File: src/rtl/daq_pkg.sv
package daq_pkg;
  typedef enum logic [2:0] {
    ST_IDLE,
    ST_SETTLE,
    ST_HOLD,
    ST_SOC,
    ST_WAIT
  } daq_state_e;
endpackage

File: src/rtl/daq_settle_timer.sv
module daq_settle_timer #(
  parameter int CNT_W = 8
) (
  input  logic             clk_i,
  input  logic             rst_ni,
  input  logic             load_i,
  input  logic [CNT_W-1:0] value_i,
  input  logic             run_i,
  output logic             done_o
);
  logic [CNT_W-1:0] cnt_q;

  always_ff @(posedge clk_i or negedge rst_ni) begin
    if (!rst_ni)                     cnt_q <= '0;
    else if (load_i)                 cnt_q <= value_i;
    else if (run_i && cnt_q != '0)   cnt_q <= cnt_q - 1'b1;
  end

  assign done_o = (cnt_q == '0);


  settle_load_chk: assert property (@(posedge clk_i) disable iff (!rst_ni)
    load_i |=> (cnt_q == $past(value_i)));
endmodule

File: src/rtl/daq_watchdog.sv
module daq_watchdog #(
  parameter int LIMIT = 64,
  localparam int W = $clog2(LIMIT + 1)
) (
  input  logic clk_i,
  input  logic rst_ni,
  input  logic clear_i,
  input  logic run_i,
  output logic expire_o
);
  localparam logic [W-1:0] LAST = W'(LIMIT - 1);
  logic [W-1:0] cnt_q;

  always_ff @(posedge clk_i or negedge rst_ni) begin
    if (!rst_ni)                      cnt_q <= '0;
    else if (clear_i)                 cnt_q <= '0;
    else if (run_i && cnt_q != LAST)  cnt_q <= cnt_q + 1'b1;
  end

  assign expire_o = run_i && (cnt_q == LAST);


  wdg_clear_chk: assert property (@(posedge clk_i) disable iff (!rst_ni)
    clear_i |=> (!expire_o || LIMIT == 1));
endmodule

File: src/rtl/daq_result_port.sv
module daq_result_port #(
  parameter int DATA_W = 10
) (
  input  logic              clk_i,
  input  logic              rst_ni,
  input  logic              clear_i,
  input  logic              capture_i,
  input  logic [DATA_W-1:0] data_i,
  input  logic              rd_i,
  output logic              valid_o,
  output logic [DATA_W-1:0] data_o,
  output logic              bus_oe_o,
  output logic              read_done_o
);
  logic              valid_q, rd_q;
  logic [DATA_W-1:0] data_q;

  always_ff @(posedge clk_i or negedge rst_ni) begin
    if (!rst_ni) begin
      valid_q <= 1'b0;
      data_q  <= '0;
      rd_q    <= 1'b0;
    end else begin
      rd_q <= rd_i;
      if (clear_i)        valid_q <= 1'b0;
      else if (capture_i) valid_q <= 1'b1;
      if (capture_i)      data_q  <= data_i;
    end
  end

  assign valid_o     = valid_q;
  assign data_o      = data_q;
  assign bus_oe_o    = rd_i && valid_q;
  // read completes on the trailing edge of the strobe
  assign read_done_o = valid_q && rd_q && !rd_i;


  capture_chk: assert property (@(posedge clk_i) disable iff (!rst_ni)
    (capture_i && !clear_i) |=> (valid_o && data_o == $past(data_i)));

  oe_valid_chk: assert property (@(posedge clk_i) disable iff (!rst_ni)
    bus_oe_o |-> (valid_o && $stable(data_o)));
endmodule

File: src/rtl/daq_sequencer.sv
module daq_sequencer
  import daq_pkg::*;
#(
  parameter int DATA_W   = 10,
  parameter int NUM_CH   = 8,
  parameter int SETTLE_W = 8,
  parameter int TIMEOUT  = 64,
  localparam int CH_W    = $clog2(NUM_CH)
) (
  input  logic                clk_i,
  input  logic                rst_ni,
  input  logic                req_i,
  input  logic [CH_W-1:0]     chan_i,
  input  logic                scan_en_i,
  input  logic [SETTLE_W-1:0] settle_cycles_i,
  output logic [CH_W-1:0]     mux_sel_o,
  output logic                hold_o,
  output logic                soc_o,
  input  logic                eoc_i,
  input  logic [DATA_W-1:0]   adc_data_i,
  input  logic                rd_i,
  output logic                bus_oe_o,
  output logic [DATA_W-1:0]   bus_data_o,
  output logic                done_o,
  output logic                err_o,
  output logic                busy_o
);
  localparam logic [CH_W-1:0] LAST_CH = CH_W'(NUM_CH - 1);

  daq_state_e      state_q, state_d;
  logic [CH_W-1:0] mux_q, scan_idx_q, next_idx, start_ch;
  logic            err_q;
  logic            start, settle_done, wd_expire, read_done, capture;

  assign next_idx = (scan_idx_q == LAST_CH) ? '0 : scan_idx_q + 1'b1;
  assign start    = (state_q == ST_IDLE) && (req_i || (scan_en_i && read_done));
  assign start_ch = req_i ? (scan_en_i ? scan_idx_q : chan_i) : next_idx;
  assign capture  = (state_q == ST_WAIT) && eoc_i;

  always_comb begin
    state_d = state_q;
    unique case (state_q)
      ST_IDLE:   if (start) state_d = ST_SETTLE;
      ST_SETTLE: if (settle_done) state_d = ST_HOLD;
      ST_HOLD:   state_d = ST_SOC;
      ST_SOC:    state_d = ST_WAIT;
      ST_WAIT:   if (eoc_i || wd_expire) state_d = ST_IDLE;
      default:   state_d = ST_IDLE;
    endcase
  end

  always_ff @(posedge clk_i or negedge rst_ni) begin
    if (!rst_ni) begin
      state_q    <= ST_IDLE;
      mux_q      <= '0;
      scan_idx_q <= '0;
      err_q      <= 1'b0;
    end else begin
      state_q <= state_d;
      if (start) mux_q <= start_ch;
      if (start && !req_i) scan_idx_q <= next_idx;
      if (start) err_q <= 1'b0;
      else if ((state_q == ST_WAIT) && !eoc_i && wd_expire) err_q <= 1'b1;
    end
  end

  daq_settle_timer #(.CNT_W(SETTLE_W)) u_settle (
    .clk_i   (clk_i),
    .rst_ni  (rst_ni),
    .load_i  (start),
    .value_i (settle_cycles_i),
    .run_i   (state_q == ST_SETTLE),
    .done_o  (settle_done)
  );

  daq_watchdog #(.LIMIT(TIMEOUT)) u_wdg (
    .clk_i    (clk_i),
    .rst_ni   (rst_ni),
    .clear_i  (state_q == ST_SOC),
    .run_i    (state_q == ST_WAIT),
    .expire_o (wd_expire)
  );

  daq_result_port #(.DATA_W(DATA_W)) u_port (
    .clk_i       (clk_i),
    .rst_ni      (rst_ni),
    .clear_i     (start),
    .capture_i   (capture),
    .data_i      (adc_data_i),
    .rd_i        (rd_i),
    .valid_o     (done_o),
    .data_o      (bus_data_o),
    .bus_oe_o    (bus_oe_o),
    .read_done_o (read_done)
  );

  assign mux_sel_o = mux_q;
  assign hold_o    = (state_q == ST_HOLD) || (state_q == ST_SOC) || (state_q == ST_WAIT);
  assign soc_o     = (state_q == ST_SOC);
  assign busy_o    = (state_q != ST_IDLE);
  assign err_o     = err_q;


  soc_pulse_chk: assert property (@(posedge clk_i) disable iff (!rst_ni)
    soc_o |=> !soc_o);

  soc_after_hold_chk: assert property (@(posedge clk_i) disable iff (!rst_ni)
    soc_o |-> ($past(hold_o) && hold_o));

  hold_release_chk: assert property (@(posedge clk_i) disable iff (!rst_ni)
    capture |=> (!hold_o && done_o && !busy_o));

  mux_stable_chk: assert property (@(posedge clk_i) disable iff (!rst_ni)
    (busy_o && $past(busy_o)) |-> $stable(mux_sel_o));

  scan_wrap_chk: assert property (@(posedge clk_i) disable iff (!rst_ni)
    (start && !req_i && scan_idx_q == LAST_CH) |=> (mux_sel_o == '0));
endmodule

File: config.mk
export PLATFORM = sky130hd
export DESIGN_NAME = daq_sequencer
export DESIGN_NICKNAME = d
export VERILOG_FILES = /design/src/rtl/daq_pkg.sv /design/src/rtl/daq_settle_timer.sv /design/src/rtl/daq_watchdog.sv /design/src/rtl/daq_result_port.sv /design/src/rtl/daq_sequencer.sv
export SDC_FILE = /design/constraint.sdc
export NUM_CORES = 1
export LEC_CHECK = 0
export BUFFER_PORTS_ARGS = -buffer_cell sky130_fd_sc_hd__buf_2
export CAP_MARGIN = 10
export CORE_AREA = 2 2 68 57
export CTS_CLUSTER_SIZE = 28
export DETAILED_ROUTE_END_ITERATION = 8
export DIE_AREA = 0 0 70 59
export GPL_TIMING_DRIVEN = 0
export PLACE_DENSITY = 0.92
export SYNTH_ARGS = -nofsm -noshare
export SYNTH_HDL_FRONTEND = slang
export SYNTH_SLANG_ARGS = --single-unit
File: constraint.sdc
create_clock -name clk_i -period 3.9 [get_ports clk_i]
set_clock_uncertainty 0.1 [all_clocks]
set_input_delay 0.585 -clock clk_i [delete_from_list [all_inputs] [get_ports clk_i]]
set_output_delay 0.585 -clock clk_i [all_outputs]
set_load 0.01 [all_outputs]
==> results of run 1 <==
kinds of logic (layout without fill, tap and decap cells):
| group | after synthesis | after routing |
|---|---|---|
| muxes | 22 | 22 |
| xor gates and xnor gates | 2 | 2 |
| buffers and inverters | 11 | 64 |
| AOI/OAI and AO/OA | 35 | 35 |
| DFF | 37 | 37 |
| and+or+nand+nor | 63 | 63 |
| adders and majority gates | 5 | 5 |
layout make-up:
cell class,count,area (um2),area share
clock buffers,5,68.8,0.0307
repair buffers,45,225,0.100
well taps,42,52.6,0.0234
clock inverters,3,46.3,0.0206
multi-input cells,127,881,0.393
inverters,7,26.3,0.0117
plain buffers,4,17.5,0.00781
flip-flops and latches,37,926,0.413
metal layers:
metal | share of wire | routed length [um] | track usage
met5 | 0 | 0 | 0
met4 | 0.0062 | 24 | 0.0522
met3 | 0.068 | 264 | 0.0714
met2 | 0.48 | 1870 | 0.363
met1 | 0.44 | 1720 | 0.248
how the worst max path moves through the flow:
stage | slack, ps | endpoint | depth (start not counted)
floorplan | 1960 | u_settle.cnt_q[3] | 6
global placement | 1830 | u_settle.cnt_q[3] | 6
detailed placement | 1800 | u_settle.cnt_q[3] | 6
CTS | 1700 | hold_o | 4
global route | 1550 | hold_o | 4
finish | 1690 | hold_o | 4
power by group through the flow:
stage / clock network, mW / logic, mW / registers (mW)
6_report: 0.337 / 0.392 / 0.543
3_5_place_dp: 0 / 0.391 / 0.548
4_1_cts: 0.344 / 0.393 / 0.540
3_3_place_gp: 0 / 0.369 / 0.540
2_1_floorplan: 0 / 0.280 / 0.535
5_1_grt: 0.358 / 0.444 / 0.556
state kept, by name, summed over array words and instances, names as in the netlist:
signal	cells
u_port.rd_q	1
mux_sel_o	3
scan_idx_q	3
u_wdg.cnt_q	7
err_o	1
u_port.valid_o	1
u_port.data_o	10
u_settle.cnt_q	8
state_q	3
layout by cell type, fill, tap and decap left out, drive strengths merged, types with 2 or more instances in the layout:
cell type and n:
dfrtp 37, mux2 16, or4 2, a21oi 12, nand3 3, inv 7, and2 3, nor3b 4
or2 2, nand4b 2, or3 2, ha 5, nand2 10, buf 47, clkbuf 7, nand4 2
mux2i 6, o21ai 11, nor2 23, nor3 2
stage by stage:
stage,power (mW),hold slack [ps],std cells,area [um2],util
finish,1.27,279,270,2240,0.665
global route,1.36,318,270,2240,0.665
CTS,1.28,300,270,2240,0.665
detailed placement,0.939,371,262,2130,0.630
global placement,0.909,360,262,2130,0.630
floorplan,0.815,189,175,1850,-
==> flow_results.xml, run 1 <==
<?xml version="1.0" encoding="UTF-8"?>
<metrics>
  <group name="power">
    <metric name="seq_power_share" unit="">0.427</metric>
    <metric name="share_comb_of_total_power" unit="">0.308</metric>
    <metric name="internal-power" unit="mW">0.848</metric>
    <metric name="leakage" unit="nW">1.13</metric>
    <metric name="power_density" unit="nW/um2">567</metric>
    <metric name="worst_ir_drop_vdd" unit="uV">344</metric>
    <metric name="p_sw" unit="mW">0.424</metric>
    <metric name="netSwitchingFraction" unit="">0.333</metric>
    <metric name="clock_network_fraction_of_design_power" unit="">0.265</metric>
  </group>
  <group name="clock_tree">
    <metric name="post_cts_hold_buffer_count" unit="">0</metric>
    <metric name="max_h_tree_level" unit="">2</metric>
    <metric name="clk-insertion-delay-late" unit="ps">300</metric>
    <metric name="clock-sinks" unit="">37</metric>
    <metric name="cts_buffer_count" unit="">5</metric>
    <metric name="maximum_root_to_sink_buffer_count" unit="">2</metric>
    <metric name="cts_tree" unit="">done</metric>
    <metric name="post_cts_resize_count" unit="">0</metric>
    <metric name="clkTransAtPathRegs" unit="ps">80</metric>
    <metric name="cts.repair_timing.setup_buffer_count" unit="">0</metric>
    <metric name="clock_tree_root_buffer_cell" unit="">sky130_fd_sc_hd__clkbuf_8</metric>
  </group>
  <group name="worst_setup_path">
    <metric name="crit_buf_inv" unit="">2</metric>
    <metric name="timing.critical_path.required" unit="ps">3210</metric>
    <metric name="crit-reg2reg-capture" unit="">u_settle.cnt_q[3]</metric>
    <metric name="cpMaxStageDelayCell" unit="">sky130_fd_sc_hd__nor3b_2</metric>
    <metric name="regToRegStartpoint" unit="">u_settle.cnt_q[0]</metric>
    <metric name="crit_path_cell_trace" unit="">buf_2 -&gt; nor3b_2 -&gt; o21bai_1 -&gt; buf_2</metric>
    <metric name="path_common_cell" unit="">sky130_fd_sc_hd__buf_2</metric>
    <metric name="worstSetupStartpointType" unit="">register</metric>
    <metric name="path_max_fanout" unit="">9</metric>
    <metric name="setup.reg_to_reg.worst_slack" unit="ps">1780</metric>
    <metric name="critPathLaunch" unit="">state_q[2]</metric>
    <metric name="rr_worst_depth" unit="">6</metric>
    <metric name="crit_family" unit="">simple AND/OR/NAND/NOR gates</metric>
    <metric name="critical_path.endpoint_type" unit="">output port</metric>
    <metric name="worst-endpoint-arrival" unit="ps">1520</metric>
    <metric name="timing.critical_path.slowest_cell_delay" unit="ps">410</metric>
    <metric name="path_class" unit="">reg -&gt; out</metric>
  </group>
  <group name="logic_synthesis">
    <metric name="synth.top_cells.by_count" unit="">37 x sky130_fd_sc_hd__dfrtp_1, 23 x sky130_fd_sc_hd__nor2_1, 15 x sky130_fd_sc_hd__mux2_2</metric>
    <metric name="area_share_of_xor_xnor_cells_in_the_synthesized_design" unit="">0.00947</metric>
    <metric name="ys_top_cells_by_area" unit="">sky130_fd_sc_hd__dfrtp_1 50%, sky130_fd_sc_hd__mux2_2 9.1%, sky130_fd_sc_hd__nor2_1 4.7%, sky130_fd_sc_hd__ha_1 3.4%, sky130_fd_sc_hd__a21oi_1 3.2%</metric>
    <metric name="synth_compound_area_frac" unit="">0.114</metric>
    <metric name="synth-seq-area-share" unit="">0.500</metric>
    <metric name="synth.most_common_cell" unit="">sky130_fd_sc_hd__dfrtp_1</metric>
    <metric name="synth-warning-count" unit="">0</metric>
    <metric name="synth_largest_type_area_fraction" unit="">0.500</metric>
    <metric name="yosys.cell_types.count" unit="">47</metric>
    <metric name="synth_top_family_by_area" unit="">simple AND/OR/NAND/NOR gates</metric>
    <metric name="synth_fp_nets" unit="">207</metric>
    <metric name="synth-simple-area-share" unit="">0.187</metric>
    <metric name="mappedNetlistArea" unit="um2">1850</metric>
    <metric name="count_of_flip_flops_with_a_built_in_enable_after_synthesis" unit="">0</metric>
    <metric name="synthArstFlopShare" unit="">1.00</metric>
    <metric name="synth_area_leader_cell" unit="">sky130_fd_sc_hd__dfrtp_1</metric>
    <metric name="synth_cells" unit="">175</metric>
    <metric name="post_synth_mux_area_share" unit="">0.132</metric>
    <metric name="synth_ff_type" unit="">sky130_fd_sc_hd__dfrtp_1</metric>
    <metric name="synth-seq-cells" unit="">37</metric>
    <metric name="yosys.area_share.adder" unit="">0.0338</metric>
    <metric name="postSynthAreaPerCell" unit="um2">10.6</metric>
  </group>
  <group name="floorplan">
    <metric name="pin_count" unit="">46</metric>
    <metric name="core_region_area" unit="um2">3380</metric>
    <metric name="floorplan.rows" unit="">19</metric>
    <metric name="dieHeight" unit="um">59</metric>
    <metric name="fp.dieArea" unit="um2">4130</metric>
    <metric name="floorplan.die.width" unit="um">70</metric>
    <metric name="effective_utilization_at_floorplan" unit="">0.548</metric>
  </group>
  <group name="sta">
    <metric name="grt_setup_unrepaired" unit="">false</metric>
    <metric name="clock.fmax" unit="MHz">453</metric>
    <metric name="worst-slew-pin-transition" unit="ps">810</metric>
    <metric name="setup_violations" unit="">0</metric>
    <metric name="slew_headroom" unit="">0.460</metric>
    <metric name="min_period_over_period" unit="">0.566</metric>
    <metric name="report.final.slew_viol_count" unit="">0</metric>
    <metric name="hold_violations" unit="">0</metric>
    <metric name="final.setup.tns" unit="ps">0</metric>
    <metric name="timing.final.crit_period" unit="ps">2210</metric>
    <metric name="postLayoutSetupSlackWorst" unit="ps">1690</metric>
  </group>
  <group name="placement">
    <metric name="preCtsSetupSlack" unit="ps">1800</metric>
    <metric name="routabilityCongestion" unit="">0.833</metric>
    <metric name="port_buf_inserts" unit="">45</metric>
    <metric name="detailed_place_hpwl" unit="mm">2.82</metric>
  </group>
  <group name="grt">
    <metric name="global_route.usage.total" unit="">0.206</metric>
    <metric name="antenna_violations_before_repair" unit="">0</metric>
    <metric name="global_route.overflow_total" unit="">0</metric>
    <metric name="grt_pass1_wl" unit="mm">6.60</metric>
    <metric name="first_global_vias" unit="">1484</metric>
    <metric name="largest_net_degree_at_the_start_of_global_routing" unit="">38</metric>
  </group>
  <group name="run">
    <metric name="cap_viol_max_count" unit="">0</metric>
  </group>
  <group name="cells_and_area">
    <metric name="num-fill-cells" unit="">273</metric>
    <metric name="areaGrowthSynthToFinish" unit="%">21.2</metric>
    <metric name="post_route_cells_drive_above_1_share" unit="">0.338</metric>
    <metric name="n_antenna_cell" unit="">0</metric>
    <metric name="fin_nets" unit="">259</metric>
  </group>
  <group name="detailed_routing">
    <metric name="drt_first_iter_violations" unit="">91</metric>
    <metric name="routed_via_density" unit="">5.54</metric>
    <metric name="drtAntennaViolNets" unit="">0</metric>
    <metric name="remaining_drc_errors" unit="">0</metric>
    <metric name="dr.pass1.iters" unit="">4</metric>
    <metric name="wl_per_cell" unit="um">14.4</metric>
    <metric name="dr_total_vias" unit="">1496</metric>
    <metric name="totalWireLength" unit="mm">3.88</metric>
  </group>
  <group name="run_status">
    <metric name="status" unit="">finished clean</metric>
  </group>
  <group name="hold_path">
    <metric name="worstHoldPathType" unit="">in -&gt; async</metric>
  </group>
</metrics>
No activity file was read; power rests on OpenSTA's default activity.
==> run 2, diff against run 1 <==
- CORE_AREA: 2 2 68 57 -> 2 2 74 62
- DIE_AREA: 0 0 70 59 -> 0 0 76 64
- PLACE_DENSITY: 0.92 -> 0.83
- clock period: 3.9 -> 1.95 ns (I/O delays scaled with it)
==> run 2 against run 1 <==
Net effect:
- cell count up 7.0%
- cell area up 5.2%
- non-clock buffer count up 4
- critical path depth unchanged
- register-to-register slack worse by 1700 ps
- first-iteration DRC count down 6.6%
- sequential cell count unchanged
- worst hold slack worse by 250 ps
- combinational power up 120%
- die area up 18%
- clock power up 140%
==> flow_results.xml, run 2 (same netlist as run 1, synthesis figures left out) <==
<?xml version="1.0" encoding="UTF-8"?>
<metrics>
  <group name="cells_and_area">
    <metric name="largest_reg_flops" unit="">10</metric>
    <metric name="n_antenna_cell" unit="">0</metric>
    <metric name="fin_nets" unit="">263</metric>
    <metric name="most-common-layout-cells" unit="">47 x sky130_fd_sc_hd__buf_2, 36 x sky130_fd_sc_hd__dfrtp_1, 22 x sky130_fd_sc_hd__nor2_1</metric>
    <metric name="layout_commonest_cell" unit="">sky130_fd_sc_hd__buf_2</metric>
    <metric name="post_route_cells_drive_above_1_share" unit="">0.388</metric>
    <metric name="areaGrowthSynthToFinish" unit="%">27.5</metric>
  </group>
  <group name="sta">
    <metric name="final.setup.tns" unit="ps">0</metric>
    <metric name="worst-slew-pin-transition" unit="ps">804</metric>
    <metric name="grt_setup_unrepaired" unit="">false</metric>
    <metric name="min_period_over_period" unit="">0.971</metric>
    <metric name="setup_violations" unit="">0</metric>
    <metric name="hold_violations" unit="">0</metric>
    <metric name="postLayoutSetupSlackWorst" unit="ps">57.3</metric>
    <metric name="report.final.slew_viol_count" unit="">0</metric>
    <metric name="slew_headroom" unit="">0.464</metric>
    <metric name="clock.fmax" unit="MHz">528</metric>
    <metric name="timing.final.crit_period" unit="ps">1890</metric>
    <metric name="finalHoldWorstSlack" unit="ps">23.9</metric>
  </group>
  <group name="grt">
    <metric name="grt_pass1_wl" unit="mm">6.32</metric>
    <metric name="global_route.usage.total" unit="">0.164</metric>
    <metric name="first_global_vias" unit="">1411</metric>
    <metric name="largest_net_degree_at_the_start_of_global_routing" unit="">38</metric>
    <metric name="antenna_violations_before_repair" unit="">0</metric>
    <metric name="global_route.overflow_total" unit="">0</metric>
  </group>
  <group name="floorplan">
    <metric name="dieHeight" unit="um">64</metric>
    <metric name="core_region_area" unit="um2">4070</metric>
    <metric name="pin_count" unit="">46</metric>
    <metric name="effective_utilization_at_floorplan" unit="">0.454</metric>
    <metric name="floorplan.rows" unit="">21</metric>
    <metric name="floorplan.die.width" unit="um">76</metric>
    <metric name="fp.dieArea" unit="um2">4860</metric>
  </group>
  <group name="power">
    <metric name="internal-power" unit="mW">1.88</metric>
    <metric name="seq_power_share" unit="">0.397</metric>
    <metric name="p_sw" unit="mW">0.863</metric>
    <metric name="leakage" unit="nW">1.17</metric>
    <metric name="power_density" unit="nW/um2">1160</metric>
    <metric name="clock_network_fraction_of_design_power" unit="">0.292</metric>
    <metric name="worst_ir_drop_vdd" unit="uV">858</metric>
    <metric name="share_comb_of_total_power" unit="">0.311</metric>
    <metric name="netSwitchingFraction" unit="">0.314</metric>
  </group>
  <group name="clock_tree">
    <metric name="max_h_tree_level" unit="">2</metric>
    <metric name="clock_tree_root_buffer_cell" unit="">sky130_fd_sc_hd__clkbuf_8</metric>
    <metric name="cts_buffer_count" unit="">5</metric>
    <metric name="clock-sinks" unit="">37</metric>
    <metric name="maximum_root_to_sink_buffer_count" unit="">2</metric>
    <metric name="cts_tree" unit="">done</metric>
    <metric name="clk-insertion-delay-late" unit="ps">290</metric>
    <metric name="clkTransAtPathRegs" unit="ps">80</metric>
  </group>
  <group name="detailed_routing">
    <metric name="drt_first_iter_violations" unit="">85</metric>
    <metric name="dr.pass1.iters" unit="">4</metric>
    <metric name="wl_per_cell" unit="um">13.4</metric>
    <metric name="totalWireLength" unit="mm">3.86</metric>
    <metric name="remaining_drc_errors" unit="">0</metric>
    <metric name="drtAntennaViolNets" unit="">0</metric>
    <metric name="dr_total_vias" unit="">1497</metric>
    <metric name="routed_via_density" unit="">5.18</metric>
  </group>
  <group name="worst_setup_path">
    <metric name="setup.reg_to_reg.worst_slack" unit="ps">60</metric>
    <metric name="crit_cells" unit="">4</metric>
    <metric name="crit-reg2reg-capture" unit="">u_settle.cnt_q[1]</metric>
    <metric name="critical_path.endpoint_type" unit="">register</metric>
    <metric name="regToRegStartpoint" unit="">u_settle.cnt_q[4]</metric>
    <metric name="crit_family" unit="">simple AND/OR/NAND/NOR gates</metric>
    <metric name="worstSetupStartpointType" unit="">register</metric>
    <metric name="cpMaxStageDelayCell" unit="">sky130_fd_sc_hd__or4_4</metric>
    <metric name="path_class" unit="">reg -&gt; reg</metric>
    <metric name="crit_buf_inv" unit="">0</metric>
    <metric name="critPathLaunch" unit="">u_settle.cnt_q[4]</metric>
    <metric name="worst-endpoint-arrival" unit="ps">1980</metric>
    <metric name="crit_path_end" unit="">u_settle.cnt_q[1]</metric>
    <metric name="timing.critical_path.required" unit="ps">2030</metric>
    <metric name="timing.critical_path.slowest_cell_delay" unit="ps">590</metric>
    <metric name="crit_path_cell_trace" unit="">or4_4 -&gt; o21ai_1 -&gt; mux2i_1 -&gt; mux2_4</metric>
    <metric name="rr_worst_depth" unit="">4</metric>
    <metric name="path_max_fanout" unit="">6</metric>
  </group>
  <group name="run">
    <metric name="cap_viol_max_count" unit="">0</metric>
  </group>
  <group name="placement">
    <metric name="routabilityCongestion" unit="">0.879</metric>
    <metric name="port_buf_inserts" unit="">45</metric>
    <metric name="preCtsSetupSlack" unit="ps">-142</metric>
    <metric name="detailed_place_hpwl" unit="mm">2.75</metric>
  </group>
  <group name="run_status">
    <metric name="status" unit="">finished clean</metric>
  </group>
  <group name="hold_path">
    <metric name="worstHoldPathType" unit="">in -&gt; reg</metric>
  </group>
</metrics>
run 2: timing repair:
item | 4_1_cts | 5_1_grt
resized for setup | 7 | 7
gates cloned | 0 | 0
endpoints found under the hold margin | 10 | 0
hold buffers | 1 | 0
setup endpoints to repair | 12 | 17
pin swaps | 2 | 2
buffers inserted | 2 | 1
run 2: power groups by stage:
stage,sequential [mW],clock (mW),combinational (mW)
2_1_floorplan,1.07,0,0.560
3_3_place_gp,1.08,0,0.744
3_5_place_dp,1.09,0,0.775
4_1_cts,1.08,0.819,0.849
5_1_grt,1.11,0.851,0.968
6_report,1.09,0.802,0.856
run 2: layer usage:
metal | GRT usage | up-vias | part of all wire
met2 | 0.271 | 45 | 0.47
met1 | 0.209 | 703 | 0.46
met4 | 0.0545 | 0 | 0.013
li1 | - | 741 | -
met3 | 0.0452 | 8 | 0.057
met5 | 0 | - | 0
run 2: cell type report:
class	instances	area, um2
clock buffers	5	68.8
well taps	57	71.3
clock inverters	3	68.8
plain buffers	4	18.8
multi-input cells	127	921
repair buffers	49	258
flip-flops and latches	37	927
fillers	370	1710
inverters	7	26.3
run 2: worst min path at each step:
stage	from	slack, ps	endpoint	cells past startpoint
floorplan	rst_ni	-100	err_o	0
global placement	rst_ni	320	u_port.data_o[2]	1
detailed placement	rst_ni	320	u_port.data_o[2]	1
CTS	rd_i	20	u_port.rd_q	1
global route	rd_i	20	u_port.rd_q	1
finish	rd_i	20	u_port.rd_q	1
run 2: metrics by stage:
step	instances	total power, mW	utilization	cell area, um2
floorplan	175	1.63	-	1850
global route	289	2.93	0.579	2360
finish	289	2.75	0.579	2360
detailed placement	277	1.87	0.527	2150
CTS	288	2.75	0.574	2340
global placement	277	1.83	0.527	2150
==> run 3, diff against run 2 <==
- ABC_AREA: unset -> 1
- CORE_AREA: 2 2 74 62 -> 2 2 75 63
- DIE_AREA: 0 0 76 64 -> 0 0 77 65
- PLACE_DENSITY: 0.83 -> 0.84
==> run 3 against run 2 <==
Net effect:
- the run now ends with negative hold slack left
- cell count rose by 25%
- synthesized cell count rose by 42%
- non-clock buffer count fell by 4
- clock power fell by 30%
- largest cell class unchanged
==> flow_results.xml, run 3 <==
<?xml version="1.0" encoding="UTF-8"?>
<metrics>
  <group name="worst_setup_path">
    <metric name="crit_path_cell_trace" unit="">nand3_2 -&gt; inv_1 -&gt; buf_2</metric>
    <metric name="timing.critical_path.slowest_cell_delay" unit="ps">500</metric>
    <metric name="cpMaxStageDelayCell" unit="">sky130_fd_sc_hd__dfrtp_1</metric>
    <metric name="path_max_fanout" unit="">9</metric>
    <metric name="timing.critical_path.required" unit="ps">1560</metric>
    <metric name="worst-endpoint-arrival" unit="ps">1380</metric>
    <metric name="worstSetupStartpointType" unit="">register</metric>
    <metric name="path_class" unit="">reg -&gt; out</metric>
    <metric name="critical_path.endpoint_type" unit="">output port</metric>
  </group>
  <group name="clock_tree">
    <metric name="post_cts_hold_buffer_count" unit="">0</metric>
    <metric name="cts.repair_timing.setup_buffer_count" unit="">0</metric>
    <metric name="clock-sinks" unit="">37</metric>
    <metric name="cts_buffer_count" unit="">5</metric>
    <metric name="maximum_root_to_sink_buffer_count" unit="">2</metric>
    <metric name="max_h_tree_level" unit="">2</metric>
    <metric name="clock_tree_root_buffer_cell" unit="">sky130_fd_sc_hd__clkbuf_8</metric>
    <metric name="post_cts_resize_count" unit="">0</metric>
    <metric name="clk-insertion-delay-late" unit="ps">300</metric>
    <metric name="clkTransAtPathRegs" unit="ps">80</metric>
    <metric name="cts_tree" unit="">done</metric>
  </group>
  <group name="sta">
    <metric name="clock.fmax" unit="MHz">564</metric>
    <metric name="finalHoldWorstSlack" unit="ps">-20.2</metric>
    <metric name="min_period_over_period" unit="">0.909</metric>
    <metric name="grt_setup_unrepaired" unit="">false</metric>
    <metric name="hold_violations" unit="">37</metric>
    <metric name="report.final.slew_viol_count" unit="">0</metric>
    <metric name="slew_headroom" unit="">0.456</metric>
    <metric name="worst-slew-pin-transition" unit="ps">816</metric>
    <metric name="timing.final.crit_period" unit="ps">1770</metric>
    <metric name="setup_violations" unit="">0</metric>
    <metric name="final.setup.tns" unit="ps">0</metric>
  </group>
  <group name="cells_and_area">
    <metric name="most-common-layout-cells" unit="">83 x sky130_fd_sc_hd__nand2_1, 46 x sky130_fd_sc_hd__buf_2, 37 x sky130_fd_sc_hd__dfrtp_1</metric>
    <metric name="num-fill-cells" unit="">463</metric>
    <metric name="ff_latch_area" unit="um2">926</metric>
    <metric name="n_antenna_cell" unit="">0</metric>
    <metric name="areaGrowthSynthToFinish" unit="%">19.8</metric>
    <metric name="fin_nets" unit="">332</metric>
    <metric name="largest_reg_flops" unit="">10</metric>
    <metric name="layout_commonest_cell" unit="">sky130_fd_sc_hd__nand2_1</metric>
    <metric name="design_area" unit="um2">2360</metric>
    <metric name="post_route_cells_drive_above_1_share" unit="">0.266</metric>
    <metric name="multi_input_comb_area" unit="um2">902</metric>
  </group>
  <group name="logic_synthesis">
    <metric name="count_of_flip_flops_with_a_built_in_enable_after_synthesis" unit="">0</metric>
    <metric name="post_synth_mux_area_share" unit="">0</metric>
    <metric name="synth.most_common_cell" unit="">sky130_fd_sc_hd__nand2_1</metric>
    <metric name="synth_ff_type" unit="">sky130_fd_sc_hd__dfrtp_1</metric>
    <metric name="ys_top_cells_by_area" unit="">sky130_fd_sc_hd__dfrtp_1 47%, sky130_fd_sc_hd__nand2_1 16%, sky130_fd_sc_hd__nand3_1 7.9%, sky130_fd_sc_hd__inv_1 4.2%, sky130_fd_sc_hd__nor2_1 3.6%</metric>
    <metric name="synth_largest_type_area_fraction" unit="">0.470</metric>
    <metric name="mappedNetlistArea" unit="um2">1970</metric>
    <metric name="synth_compound_area_frac" unit="">0.0362</metric>
    <metric name="synth-seq-cells" unit="">37</metric>
    <metric name="yosys.area_share.adder" unit="">0.0317</metric>
    <metric name="synth-seq-area-share" unit="">0.470</metric>
    <metric name="synthArstFlopShare" unit="">1.00</metric>
    <metric name="postSynthAreaPerCell" unit="um2">7.95</metric>
    <metric name="synth_top_family_by_area" unit="">simple AND/OR/NAND/NOR gates</metric>
    <metric name="synth.top_cells.by_count" unit="">83 x sky130_fd_sc_hd__nand2_1, 37 x sky130_fd_sc_hd__dfrtp_1, 31 x sky130_fd_sc_hd__nand3_1</metric>
    <metric name="synth-warning-count" unit="">0</metric>
    <metric name="area_share_of_xor_xnor_cells_in_the_synthesized_design" unit="">0.0311</metric>
    <metric name="yosys.cell_types.count" unit="">27</metric>
    <metric name="synth_area_leader_cell" unit="">sky130_fd_sc_hd__dfrtp_1</metric>
    <metric name="synth_fp_nets" unit="">280</metric>
    <metric name="synth_cells" unit="">248</metric>
    <metric name="synth-simple-area-share" unit="">0.359</metric>
  </group>
  <group name="run">
    <metric name="cap_viol_max_count" unit="">0</metric>
  </group>
  <group name="grt">
    <metric name="largest_net_degree_at_the_start_of_global_routing" unit="">38</metric>
    <metric name="global_route.overflow_total" unit="">0</metric>
    <metric name="grt_pass1_wl" unit="mm">7.26</metric>
    <metric name="antenna_violations_before_repair" unit="">0</metric>
    <metric name="global_route.usage.total" unit="">0.184</metric>
    <metric name="first_global_vias" unit="">1646</metric>
  </group>
  <group name="run_status">
    <metric name="failed_checks" unit="">negative hold slack</metric>
    <metric name="status" unit="">finished, violations left</metric>
  </group>
  <group name="floorplan">
    <metric name="pin_count" unit="">46</metric>
    <metric name="core_region_area" unit="um2">4350</metric>
    <metric name="effective_utilization_at_floorplan" unit="">0.453</metric>
    <metric name="floorplan.die.width" unit="um">77</metric>
    <metric name="floorplan.rows" unit="">22</metric>
    <metric name="fp.dieArea" unit="um2">5010</metric>
    <metric name="dieHeight" unit="um">65</metric>
  </group>
  <group name="power">
    <metric name="worst_ir_drop_vdd" unit="uV">684</metric>
    <metric name="leakage" unit="nW">1.33</metric>
    <metric name="power_density" unit="nW/um2">1440</metric>
  </group>
  <group name="detailed_routing">
    <metric name="totalWireLength" unit="mm">4.19</metric>
    <metric name="remaining_drc_errors" unit="">0</metric>
    <metric name="drtAntennaViolNets" unit="">0</metric>
    <metric name="dr_total_vias" unit="">1746</metric>
    <metric name="drt_first_iter_violations" unit="">122</metric>
    <metric name="wl_per_cell" unit="um">11.6</metric>
    <metric name="routed_via_density" unit="">4.84</metric>
    <metric name="dr.pass1.iters" unit="">4</metric>
  </group>
  <group name="placement">
    <metric name="routabilityCongestion" unit="">0.863</metric>
    <metric name="dpl-instance-area" unit="um2">2270</metric>
    <metric name="port_buf_inserts" unit="">45</metric>
    <metric name="detailed_place_hpwl" unit="mm">3.14</metric>
  </group>
  <group name="hold_path">
    <metric name="worstHoldPathType" unit="">in -&gt; async</metric>
  </group>
</metrics>
-- run 3: where the power goes --
group          internal (mW)  total (mW)  switching, mW
logic                  0.596        1.54          0.941
registers               1.06        1.30          0.238
clock network          0.253       0.558          0.305
-- run 3: final timing paths --
kind | start | end | slack [ps] | cells after the start
max reg2reg | u_wdg.cnt_q[0] | u_wdg.cnt_q[5] | 350 | 8
min in group clk_i | rd_i | u_port.rd_q | 30 | 1
max | state_q[1] | soc_o | 180 | 3
min reg2reg | u_port.data_o[3] | u_port.data_o[3] | 370 | 2
max in group asynchronous | rst_ni | state_q[0] | 1260 | 1
min | rst_ni | u_settle.cnt_q[2] | -20 | 1
-- run 3: kinds of logic (layout without fill, tap and decap cells) --
family | after synthesis | count (layout)
and+or+nand+nor | 155 | 155
DFF | 37 | 37
AOI/OAI and AO/OA | 11 | 11
buffers and inverters | 33 | 86
xor gates and xnor gates | 7 | 7
adders and majority gates | 5 | 5
-- run 3: final cells by class --
class                   instances  area share
plain buffers                   4      0.0148
well taps                      60      0.0318
repair buffers                 45      0.0953
inverters                      29      0.0461
flip-flops and latches         37       0.392
multi-input cells             178       0.382
clock inverters                 3     0.00900
clock buffers                   5      0.0291
-- run 3: stage by stage --
step	util	std cells	setup slack (ps)	hold slack [ps]	total power, mW
after floorplan	-	248	530	-103	2.38
after global routing	0.543	361	95.2	26.1	3.71
after global placement	0.522	353	394	328	2.79
after detailed placement	0.522	353	355	335	2.87
final	0.543	361	177	-20.2	3.39
after CTS	0.543	361	177	12.0	3.43
-- run 3: worst max-delay path: cells and delay by family, from the launching register on --
family / cells / cell delay (ps)
buffers and inverters: 2 / 330
flip-flops: 1 / 500
AND/OR/NAND/NOR: 1 / 250
-- run 3: metal layers --
metal  wire length [um]  up-vias  share of wire  global-route usage
li1                   -      891              -                   -
met1               1960      802           0.47               0.242
met2               1940       46           0.46               0.295
met3                225        7          0.054              0.0362
met4                 61        0          0.015              0.0893
met5                  0        -              0                   0
